`src/rtl/nxp_pkg.sv`:
```
package nxp_pkg;
  typedef enum logic [1:0] {
    BK_NONE = 2'd0,
    BK_EQ   = 2'd1,
    BK_NE   = 2'd2,
    BK_RSV  = 2'd3
  } br_kind_e;

  localparam int unsigned INSN_BYTES = 4;
  localparam int unsigned INSN_SHIFT = $clog2(INSN_BYTES);
endpackage

```
`src/rtl/nxp_cond.sv`:
```
module nxp_cond #(
  parameter int unsigned XLEN = 32
) (
  input  logic [1:0]      kind,
  input  logic [XLEN-1:0] opa,
  input  logic [XLEN-1:0] opb,
  output logic            is_branch,
  output logic            cond_true
);
  import nxp_pkg::*;

  logic same;

  assign same = (opa == opb);

  always_comb begin
    is_branch = 1'b0;
    cond_true = 1'b0;
    unique case (br_kind_e'(kind))
      BK_EQ: begin
        is_branch = 1'b1;
        cond_true = same;
      end
      BK_NE: begin
        is_branch = 1'b1;
        cond_true = !same;
      end
      default: begin
        is_branch = 1'b0;
        cond_true = 1'b0;
      end
    endcase
  end
endmodule

```
`src/rtl/nxp_target.sv`:
```
module nxp_target #(
  parameter int unsigned XLEN  = 32,
  parameter int unsigned IMM_W = 16
) (
  input  logic [XLEN-1:0]  base_pc4,
  input  logic [IMM_W-1:0] imm,
  output logic [XLEN-1:0]  target
);
  import nxp_pkg::*;

  localparam int unsigned EXT_W = XLEN - IMM_W - INSN_SHIFT;

  logic [XLEN-1:0] offset;

  assign offset = {{EXT_W{imm[IMM_W-1]}}, imm, {INSN_SHIFT{1'b0}}};
  assign target = base_pc4 + offset;
endmodule

```
`src/rtl/nxp_hazard.sv`:
```
module nxp_hazard #(
  parameter int unsigned RIDX_W = 5
) (
  input  logic              is_branch,
  input  logic [RIDX_W-1:0] src_a,
  input  logic [RIDX_W-1:0] src_b,
  input  logic              prod_we,
  input  logic [RIDX_W-1:0] prod_idx,
  output logic              hold
);
  localparam int unsigned NSRC = 2;

  logic [RIDX_W-1:0] srcs [NSRC];
  logic [NSRC-1:0]   hit;
  logic              prod_live;

  assign srcs[0]   = src_a;
  assign srcs[1]   = src_b;
  assign prod_live = prod_we && (prod_idx != '0);

  for (genvar g = 0; g < NSRC; g++) begin : g_src
    assign hit[g] = prod_live && (srcs[g] == prod_idx);
  end

  assign hold = is_branch && (|hit);
endmodule

```
`src/rtl/nxp_resolver.sv`:
```
module nxp_resolver #(
  parameter int unsigned    XLEN     = 32,
  parameter int unsigned    IMM_W    = 16,
  parameter int unsigned    RIDX_W   = 5,
  parameter logic [XLEN-1:0] RESET_PC = 32'h0000_0100
) (
  input  logic              clk,
  input  logic              rst_n,
  input  logic [1:0]        dec_kind,
  input  logic [RIDX_W-1:0] dec_rs,
  input  logic [RIDX_W-1:0] dec_rt,
  input  logic [XLEN-1:0]   dec_opa,
  input  logic [XLEN-1:0]   dec_opb,
  input  logic [IMM_W-1:0]  dec_imm,
  input  logic              ex_wr_en,
  input  logic [RIDX_W-1:0] ex_wr_idx,
  output logic [XLEN-1:0]   fetch_pc,
  output logic [XLEN-1:0]   dec_pc4,
  output logic              dec_stall,
  output logic              br_taken,
  output logic [XLEN-1:0]   br_target
);
  import nxp_pkg::*;

  localparam logic [XLEN-1:0] STEP = XLEN'(INSN_BYTES);

  logic            is_br;
  logic            cond_ok;
  logic            hold;
  logic            adv_en;
  logic [XLEN-1:0] seq_pc;
  logic [XLEN-1:0] tgt;
  logic [XLEN-1:0] fpc_q, fpc_d;
  logic [XLEN-1:0] dpc4_q, dpc4_d;

  nxp_cond #(.XLEN(XLEN)) u_cond (
    .kind      (dec_kind),
    .opa       (dec_opa),
    .opb       (dec_opb),
    .is_branch (is_br),
    .cond_true (cond_ok)
  );

  nxp_target #(.XLEN(XLEN), .IMM_W(IMM_W)) u_tgt (
    .base_pc4 (dpc4_q),
    .imm      (dec_imm),
    .target   (tgt)
  );

  nxp_hazard #(.RIDX_W(RIDX_W)) u_hzd (
    .is_branch (is_br),
    .src_a     (dec_rs),
    .src_b     (dec_rt),
    .prod_we   (ex_wr_en),
    .prod_idx  (ex_wr_idx),
    .hold      (hold)
  );

  // next-state: the slot instruction always moves into decode when not held
  always_comb begin
    adv_en = !hold;
    seq_pc = fpc_q + STEP;
    fpc_d  = (cond_ok && !hold) ? tgt : seq_pc;
    dpc4_d = seq_pc;
  end

  always_ff @(posedge clk or negedge rst_n) begin
    if (!rst_n) begin
      fpc_q  <= RESET_PC;
      dpc4_q <= RESET_PC;
    end else if (adv_en) begin
      fpc_q  <= fpc_d;
      dpc4_q <= dpc4_d;
    end
  end

  assign fetch_pc  = fpc_q;
  assign dec_pc4   = dpc4_q;
  assign dec_stall = hold;
  assign br_taken  = cond_ok && !hold;
  assign br_target = tgt;
endmodule

```
`config.mk`:
```
export PLATFORM = sky130hd
export DESIGN_NAME = nxp_resolver
export DESIGN_NICKNAME = d
export VERILOG_FILES = /design/src/rtl/nxp_pkg.sv /design/src/rtl/nxp_cond.sv /design/src/rtl/nxp_target.sv /design/src/rtl/nxp_hazard.sv /design/src/rtl/nxp_resolver.sv
export SDC_FILE = /design/constraint.sdc
export NUM_CORES = 1
export LEC_CHECK = 0
export ABC_CLOCK_PERIOD_IN_PS = 3900
export BUFFER_PORTS_ARGS = -buffer_cell sky130_fd_sc_hd__buf_4
export CORE_ASPECT_RATIO = 0.6
export CORE_MARGIN = 4
export CORE_UTILIZATION = 30
export DETAILED_ROUTE_END_ITERATION = 12
export GPL_TIMING_DRIVEN = 1
export HOLD_SLACK_MARGIN = 0.12
export PLACE_DENSITY = 0.58
export SLEW_MARGIN = 20
export SYNTH_ARGS = -nofsm -noshare
export SYNTH_HDL_FRONTEND = slang
export SYNTH_HIERARCHICAL = 1
export SYNTH_SLANG_ARGS = --single-unit
```
`constraint.sdc`:
```
create_clock -name clk -period 3.9 [get_ports clk]
set_input_delay 0.975 -clock clk [delete_from_list [all_inputs] [get_ports clk]]
set_output_delay 0.975 -clock clk [all_outputs]
set_load 0.01 [all_outputs]
```
; Word-level counts from Yosys, hierarchy flattened
; Index checks and enable logic that the tools add are counted.
[classes]
n_eq_ne = 5
add_sub_neg = 2
n_mux = 3
reduce_logical = 10
[op_table]
columns = op, n
row1 = 32-bit by 3-bit adder with 32-bit output (second input constant), 1
row2 = 32-bit adder, 1
row3 = 32-bit equality test, 1
row4 = 32-bit 2-to-1 mux, 1
row5 = 5-bit equality test, 2
row6 = 1-bit logical AND, 5
row7 = 5-bit nonzero test, 1
row8 = 2-bit OR reduction, 2
row9 = 2-bit by 1-bit equality test with 1-bit output (second input constant), 1
row10 = 2-bit equality test (second input constant), 1
row11 = 1-bit logical NOT, 2
row12 = 1-bit one-hot mux with 2 select lines, 1
row13 = 1-bit 2-to-1 mux, 1
[totals]
wordCells = 22
regBits = 64
output_inout_bits = 98
inputBits = 100

; Longest topological paths before layout
; Gate-level depths: netlist of the first run.
[logic_depth]
depth_word = 8
mapped_depth = 12
depth_no_buf = 12

; Cells and area by module
; The synthesis of the first run kept the hierarchy.
[by_module_without_submodules]
columns = mod, cells_each, seq_area_each_um2, area_each_um2, n_inst
row1 = nxp_resolver, 397, 1604.0, 3568.4, 1
row2 = nxp_target, 223, 0.0, 1672.9, 1
row3 = nxp_cond, 49, 0.0, 394.1, 1
row4 = nxp_hazard, 17, 0.0, 132.6, 1

; Worst setup path after synthesis of the first run
; OpenSTA, ideal clock, no wires.
[synth_timing]
kind = input -> output
start = input port dec_opb[31]
end = output port br_taken
required_ps = 2925
t_arrival_ps = 2843
path_buffers = 3
path_slack_ps = 82
path_stages = 10
path_cell_list = xor2_1 -> nor4_1 -> nand4_1 -> nor2_1 -> mux2_1 -> clkbuf_1 -> nand2b_1 -> clkbuf_1 -> clkinv_1 -> clkbuf_1
[synth_between]
elab_chain_len = 4
[synth_lines]
columns = item, line
row1 = from (decl), nxp_resolver.sv:13  ; input logic [XLEN-1:0] dec_opb,
row2 = 32-bit equality test (*), nxp_cond.sv:14  ; assign same = (opa == opb);
row3 = 1-bit logical NOT, nxp_cond.sv:26  ; cond_true = !same;
row4 = 1-bit one-hot mux with 2 select lines (*), nxp_cond.sv:19  ; unique case (br_kind_e'(kind))
row5 = via cond_ok, nxp_resolver.sv:28  ; logic cond_ok;
row6 = 1-bit logical AND (*), nxp_resolver.sv:80  ; assign br_taken = cond_ok && !hold;
row7 = to (decl), nxp_resolver.sv:20  ; output logic br_taken,
; Mark *: on every way through the listed nets, which the timed path passes. The rest lies on a longest branch.

; Worst setup path after layout of the first run
[layout_timing]
start = input port dec_imm[0]
end = output port br_target[28]
[layout_between]
elab_chain_len = 1
[layout_lines]
columns = item, line
row1 = from (decl), nxp_resolver.sv:14  ; input logic [IMM_W-1:0] dec_imm,
row2 = 32-bit adder, nxp_target.sv:16  ; assign target = base_pc4 + offset;
row3 = to (decl), nxp_resolver.sv:21  ; output logic [XLEN-1:0] br_target
; No other way between the ends.

==> results_dict.tcl, run 1 <==
set metrics [dict create \
    startpoint "dec_imm[0]" \
    synthFlopType "dfrtp_1" \
    period_minus_slack_ps 3892 \
    start_kind "primary input" \
    final_util_pct 45.52 \
    status "complete, no violations" \
    synth.area.top_cells "dfrtp_1 (27%), xor2_1 (7.9%), ha_1 (6.9%), xnor2_1 (4.6%), nand2_1 (3.6%)" \
    slew_headroom_pct 43.52 \
    dieArea_um2 21580 \
    maxCapViolCount 0 \
    synth_edf_count 0 \
    insertion_delay_ps 330 \
    drc_errors 0 \
    area_delta_synth_final_pct 45.57 \
    antenna_left 0 \
    synth_seq_cells 64 \
    layout_commonest_cell "buf_4" \
    peakVddDrop_uv 328.0 \
    wirelength_um 21080 \
    place.gp.congestion 0.8827 \
    rsz0062_at_grt "yes" \
    worst_slew_pin_slew_ps 847.2 \
    p_per_area_nw_per_um2 858.9 \
    num-fill-cells 1810 \
    ff2ff_setup_slack_ps 970 \
    track_usage_pct 18.64 \
    cts_buffer_depth 2 \
    num_io_pins 198 \
    path_clk_slew_ps 50 \
    cts_tree "done" \
    post-place-ws_ps -281.2 \
    r2r_cells 16 \
    synth.largest_area_cell "dfrtp_1" \
    io_buffers 197 \
    numCtsBuffers 9 \
    num_antenna_cells 0 \
    slew_viol_final 0 \
    synth_seq_area_share_pct 27.81 \
    first_global_vias 5862 \
    final_cell_mix "buf_4 (276), dfrtp_1 (62), nand2_1 (56)" \
    setup_violations 0 \
    layout-drive-gt1-share_pct 37.93 \
    grt_first_pass_wirelength_um 32280 \
    required_ps 2920 \
    ctsRootBufferMaster "clkbuf_16" \
    cts_sinks 64 \
    grt_max_degree 65 \
    synthCells 686 \
    htreeDepth 3 \
    grt.overflow.total 0 \
    worstHoldStart "fetch_pc[0]$_DFFE_PN0P_" \
    chipWidth_um 187.0 \
    r2r_start "dec_pc4[2]$_DFFE_PN0N_" \
    hold_viol_final 0 \
    synth_cell_types 78 \
    hpwl_um 16420 \
    worst_ep_arrival_time_ps 2920 \
    cellLeakagePower_nw 3.647 \
    setup_ws_ps 7.563 \
    antenna_found_initial 0 \
    num_rows 38 \
    syn_area_per_cell_um2 8.408 \
    core_area_um2 18450 \
    async_flop_share_pct 100.0 \
    vias_per_cell 5.369 \
    regToRegEndpoint "fetch_pc[22]$_DFFE_PN0N_" \
    wl_per_cell_um 18.05 \
    hold_class "reg2reg" \
    path_class "in2out" \
    drt_iter0_drc 565 \
    holdPathEnd "fetch_pc[0]$_DFFE_PN0P_" \
    yosysWarnings 6 \
    syn_nets 819 \
    netlist_area_um2 5768 \
    vias 6271 \
    num-nets-final 1056 \
    cp_max_fo 4 \
    fmax_mhz 256.9 \
    drt-pass1-iter-count 5 \
    die_h_um 115.4 \
    start_util_pct 31.27 \
    fin_crit_sh_pct 99.81 \
    synth_top_area_share_pct 26.90 \
    skew_ps 7.483 \
    hold_depth 2 \
    cp-end-kind "output port" \
]
cells in the mapped netlist, types with 4 or more instances:
cell type / instances
clkbuf_1: 28
a21o_1: 10
o22ai_1: 5
ha_1: 32
buf_6: 7
a31oi_1: 20
o21a_1: 6
and3_1: 9
and4_1: 4
or3_1: 8
o311ai_0: 11
xor2_1: 52
buf_4: 4
a21oi_2: 4
o211ai_1: 11
o311ai_1: 4
nor2b_1: 5
o21ai_0: 42
o31ai_1: 7
xnor2_1: 30
or4_1: 11
nor2_1: 41
inv_1: 13
nand4_1: 16
nor3_1: 11
o21ai_1: 7
nand3_1: 25
buf_2: 6
buf_1: 6
dfrtp_1: 62
a22oi_1: 18
nor4_1: 16
nand2_1: 56
a21oi_1: 36
how the worst max path moves through the flow:
stage	end	slack (ps)	cells past startpoint
2_1_floorplan	br_taken	80	10
3_3_place_gp	br_target[28]	-250	13
3_5_place_dp	br_target[30]	-280	13
4_1_cts	br_target[30]	-20	12
5_1_grt	br_target[28]	-130	12
6_report	br_target[28]	8	12
cells by family after synthesis:
kind of cell / synth area share (%)
simple gates: 20.24
compound gates: 25.57
xor+xnor: 12.45
buf+inv: 5.683
flops: 27.81
fa+ha+maj: 7.288
mux: 0.9544
metal layers:
layer / wire [µm] / up-vias / GRT usage (%)
li1: - / 3042 / -
met1: 10470 / 2940 / 28.90
met2: 8658 / 276 / 26.29
met3: 1761 / 13 / 4.066
met4: 189 / 0 / 3.890
met5: 0 / - / 0
final cells by class:
cell class | instances | area (µm²) | share of cell area [%]
inverter | 15 | 56.30 | 0.6705
sequential | 64 | 1604 | 19.10
tap | 240 | 300.3 | 3.576
timing repair buffer | 278 | 2095 | 24.94
clock inverter | 6 | 37.54 | 0.4470
multi-input combinational | 555 | 4075 | 48.53
clock buffer | 10 | 229.0 | 2.727
report_power, final:
part	internal, mW	total, mW	leakage (nW)	switching, mW
Clock	0.426	0.726	0.124	0.300
Sequential	0.973	1.53	0.780	0.554
Combinational	2.56	4.96	2.74	2.40
Total	3.96	7.21	3.65	3.25
what timing repair did:
action / in CTS / in global routing
endpoints found under the hold margin: 0 / 0
hold buffers: 0 / 0
pin swaps: 15 / 18
endpoints found under the setup margin: 13 / 15
setup buffers: 8 / 3
gates resized for setup: 18 / 26
critical path: stages:
cell	delay, ps
buf_6	70
ha_4	130
inv_2	40
fa_2	380
nor2b_4	160
o31ai_4	110
a31o_4	270
a21oi_4	210
nand3b_1	100
o211ai_1	110
xor2_1	220
buf_4	160
metrics by stage:
step                setup TNS [ps]  hold slack (ps)  total power [mW]  cell area [µm²]  std cells
finish                           0            504.7             7.212             8397       1168
global route                -217.8            549.0             7.728             8397       1168
CTS                         -20.08            515.6             7.018             8235       1165
detailed placement           -2204            499.5             6.059             7820       1142
global placement             -1933            495.8             6.063             7820       1142
floorplan                        0            465.1             3.643             5768        686
registers in the layout, summed over array words and instances (netlist names):
register  cells
fetch_pc     32
dec_pc4      32
(Power assumes the default switching activity.)
==> run 2: changes to the inputs <==
CORE_MARGIN = not set   (was 4)
REMOVE_ABC_BUFFERS = 1   (was not set)
==> run 2 against run 1 <==
Register-to-register slack gained 150 ps. Worst setup slack improved by 52 ps. Count of clock-buffer cells in the layout grew 1. Final area grew 1.3%. Largest power group unchanged.
==> results_dict.tcl, run 2 (synthesis results as in run 1) <==
set metrics [dict create \
    status "complete, no violations" \
    start_kind "primary input" \
    peakVddDrop_uv 334.8 \
    wl_met1_um 11530 \
    num_antenna_cells 0 \
    hpwl_um 16880 \
    drt-pass1-iter-count 5 \
    period_minus_slack_ps 3840 \
    cellLeakagePower_nw 3.676 \
    path_class "in2out" \
    p_per_area_nw_per_um2 877.0 \
    die_h_um 109.4 \
    rsz0062_at_grt "yes" \
    cp_max_fo 4 \
    num-nets-final 1054 \
    layout_commonest_cell "buf_4" \
    insertion_delay_ps 330 \
    path_clk_slew_ps 60 \
    power_mw 7.458 \
    dr_wl_met3_um 1334 \
    slew_viol_final 0 \
    num_rows 38 \
    ctsRootBufferMaster "clkbuf_16" \
    startpoint "dec_imm[0]" \
    cts_sinks 64 \
    dieArea_um2 19800 \
    cts_tree "done" \
    cp-end-kind "output port" \
    cts_hold_buf 0 \
    core_area_um2 18450 \
    skew_ps 13.70 \
    grt_first_pass_wirelength_um 33310 \
    setup_ws_ps 59.73 \
    path_buf_inv 3 \
    post-place-ws_ps -254.4 \
    num_io_pins 198 \
    chipWidth_um 181.0 \
    grt_max_degree 65 \
    fin_crit_sh_pct 98.47 \
    drc_errors 0 \
    io_buffers 197 \
    layout-drive-gt1-share_pct 39.20 \
    vias_per_cell 5.261 \
    first_global_vias 5768 \
    hold_class "reg2reg" \
    r2r_start "dec_pc4[15]$_DFFE_PN0N_" \
    hold_viol_final 0 \
    htreeDepth 3 \
    num-fill-cells 1816 \
    worstHoldStart "fetch_pc[0]$_DFFE_PN0P_" \
    crit_chain "buf_6 > ha_4 > inv_2 > fa_2 > nor2b_4 > o31ai_4 > a31o_4 > o21ai_2 > a21oi_2 > o21ai_2 > xor2_1 > buf_4" \
    drt_iter0_drc 449 \
    setup_violations 0 \
    antenna_left 0 \
    vias 6134 \
    fmax_mhz 260.4 \
    holdWs_ps 519.9 \
    start_util_pct 31.27 \
    final_cell_mix "buf_4 (272), dfrtp_1 (62), nand2_1 (56)" \
    worst_ep_arrival_time_ps 2870 \
    top_layer_used "met4" \
    crit_family "compound AO/OA/AOI/OAI gates" \
    crit_path_max_incr_delay_ps 360 \
    numCtsBuffers 9 \
    antenna_found_initial 0 \
    cp_common_cell "o21ai_2" \
    grt.overflow.total 0 \
    worst_path_max_delay_cell "fa_2" \
    area_delta_synth_final_pct 47.44 \
    worst_slew_pin_slew_ps 911.6 \
    wl_per_cell_um 18.67 \
    maxCapViolCount 0 \
    required_ps 2920 \
    wirelength_um 21770 \
    slew_headroom_pct 39.23 \
    place.gp.congestion 0.8787 \
    dr_wl_met2_um 8820 \
    cts_buffer_depth 2 \
    track_usage_pct 21.83 \
]
[run 2: cell types whose count changed in the layout (fill, tap and decap cells not counted), sizes merged]
cell / change
buf: -2
bufinv: +1
clkbuf: +1
clkinv: -3
clkinvlp: -1
inv: +2
[run 2: tightest hold or removal path: stages (launching register included)]
cell and delay (ps):
dfrtp_1 370, nand2_1 60, nand2_1 60
[run 2: path summary, 6_finish.rpt]
path | endpoint | cells after the start | slack [ps]
worst max-delay path | br_target[30] | 12 | 60
worst min-delay path | fetch_pc[0]$_DFFE_PN0P_ | 2 | 520
worst max register to register | fetch_pc[29]$_DFFE_PN0N_ | 12 | 1120
worst min register to register | fetch_pc[0]$_DFFE_PN0P_ | 2 | 520
max in group asynchronous | dec_pc4[16]$_DFFE_PN0N_ | 1 | 2530
min in group asynchronous | fetch_pc[28]$_DFFE_PN0N_ | 1 | 780
[run 2: layout make-up]
class                   instances  area [µm²]  share of cell area, %
flip-flops and latches         64        1604                  18.86
clock buffers                  11       252.7                  2.972
multi-input cells             555        4133                  48.59
well taps                     240       300.3                  3.531
repair buffers                276        2096                  24.64
inverters                      15       56.30                 0.6621
clock inverters                 5       62.56                 0.7356
[run 2: layer usage]
layer | vias to the layer above | track usage [%]
li1 | 3036 | -
met1 | 2930 | 34.51
met2 | 161 | 30.39
met3 | 7 | 4.306
met4 | 0 | 2.724
met5 | - | 0
[run 2: report_power, final]
part	switching (mW)	total [mW]	leakage, nW	internal [mW]
sequential	0.554	1.53	0.780	0.972
combinational	2.52	5.07	2.75	2.55
clock	0.332	0.866	0.149	0.535
total	3.40	7.46	3.68	4.06
[run 2: repair_timing]
| item | CTS | global route |
|---|---|---|
| pin swaps | 19 | 20 |
| cloned | 0 | 0 |
| setup buffers | 6 | 4 |
| endpoints found under the setup margin | 13 | 15 |
| resized for setup | 25 | 32 |
[run 2: per-stage QoR]
| step | area (µm²) | utilization, % | instances | setup TNS [ps] |
|---|---|---|---|---|
| after floorplan | 5497 | - | 634 | -96800 |
| after global placement | 7825 | 42.42 | 1141 | -1192 |
| after detailed placement | 7825 | 42.42 | 1141 | -1544 |
| after CTS | 8322 | 45.11 | 1163 | -30.33 |
| after global routing | 8504 | 46.10 | 1166 | -74.30 |
| final | 8504 | 46.10 | 1166 | 0 |
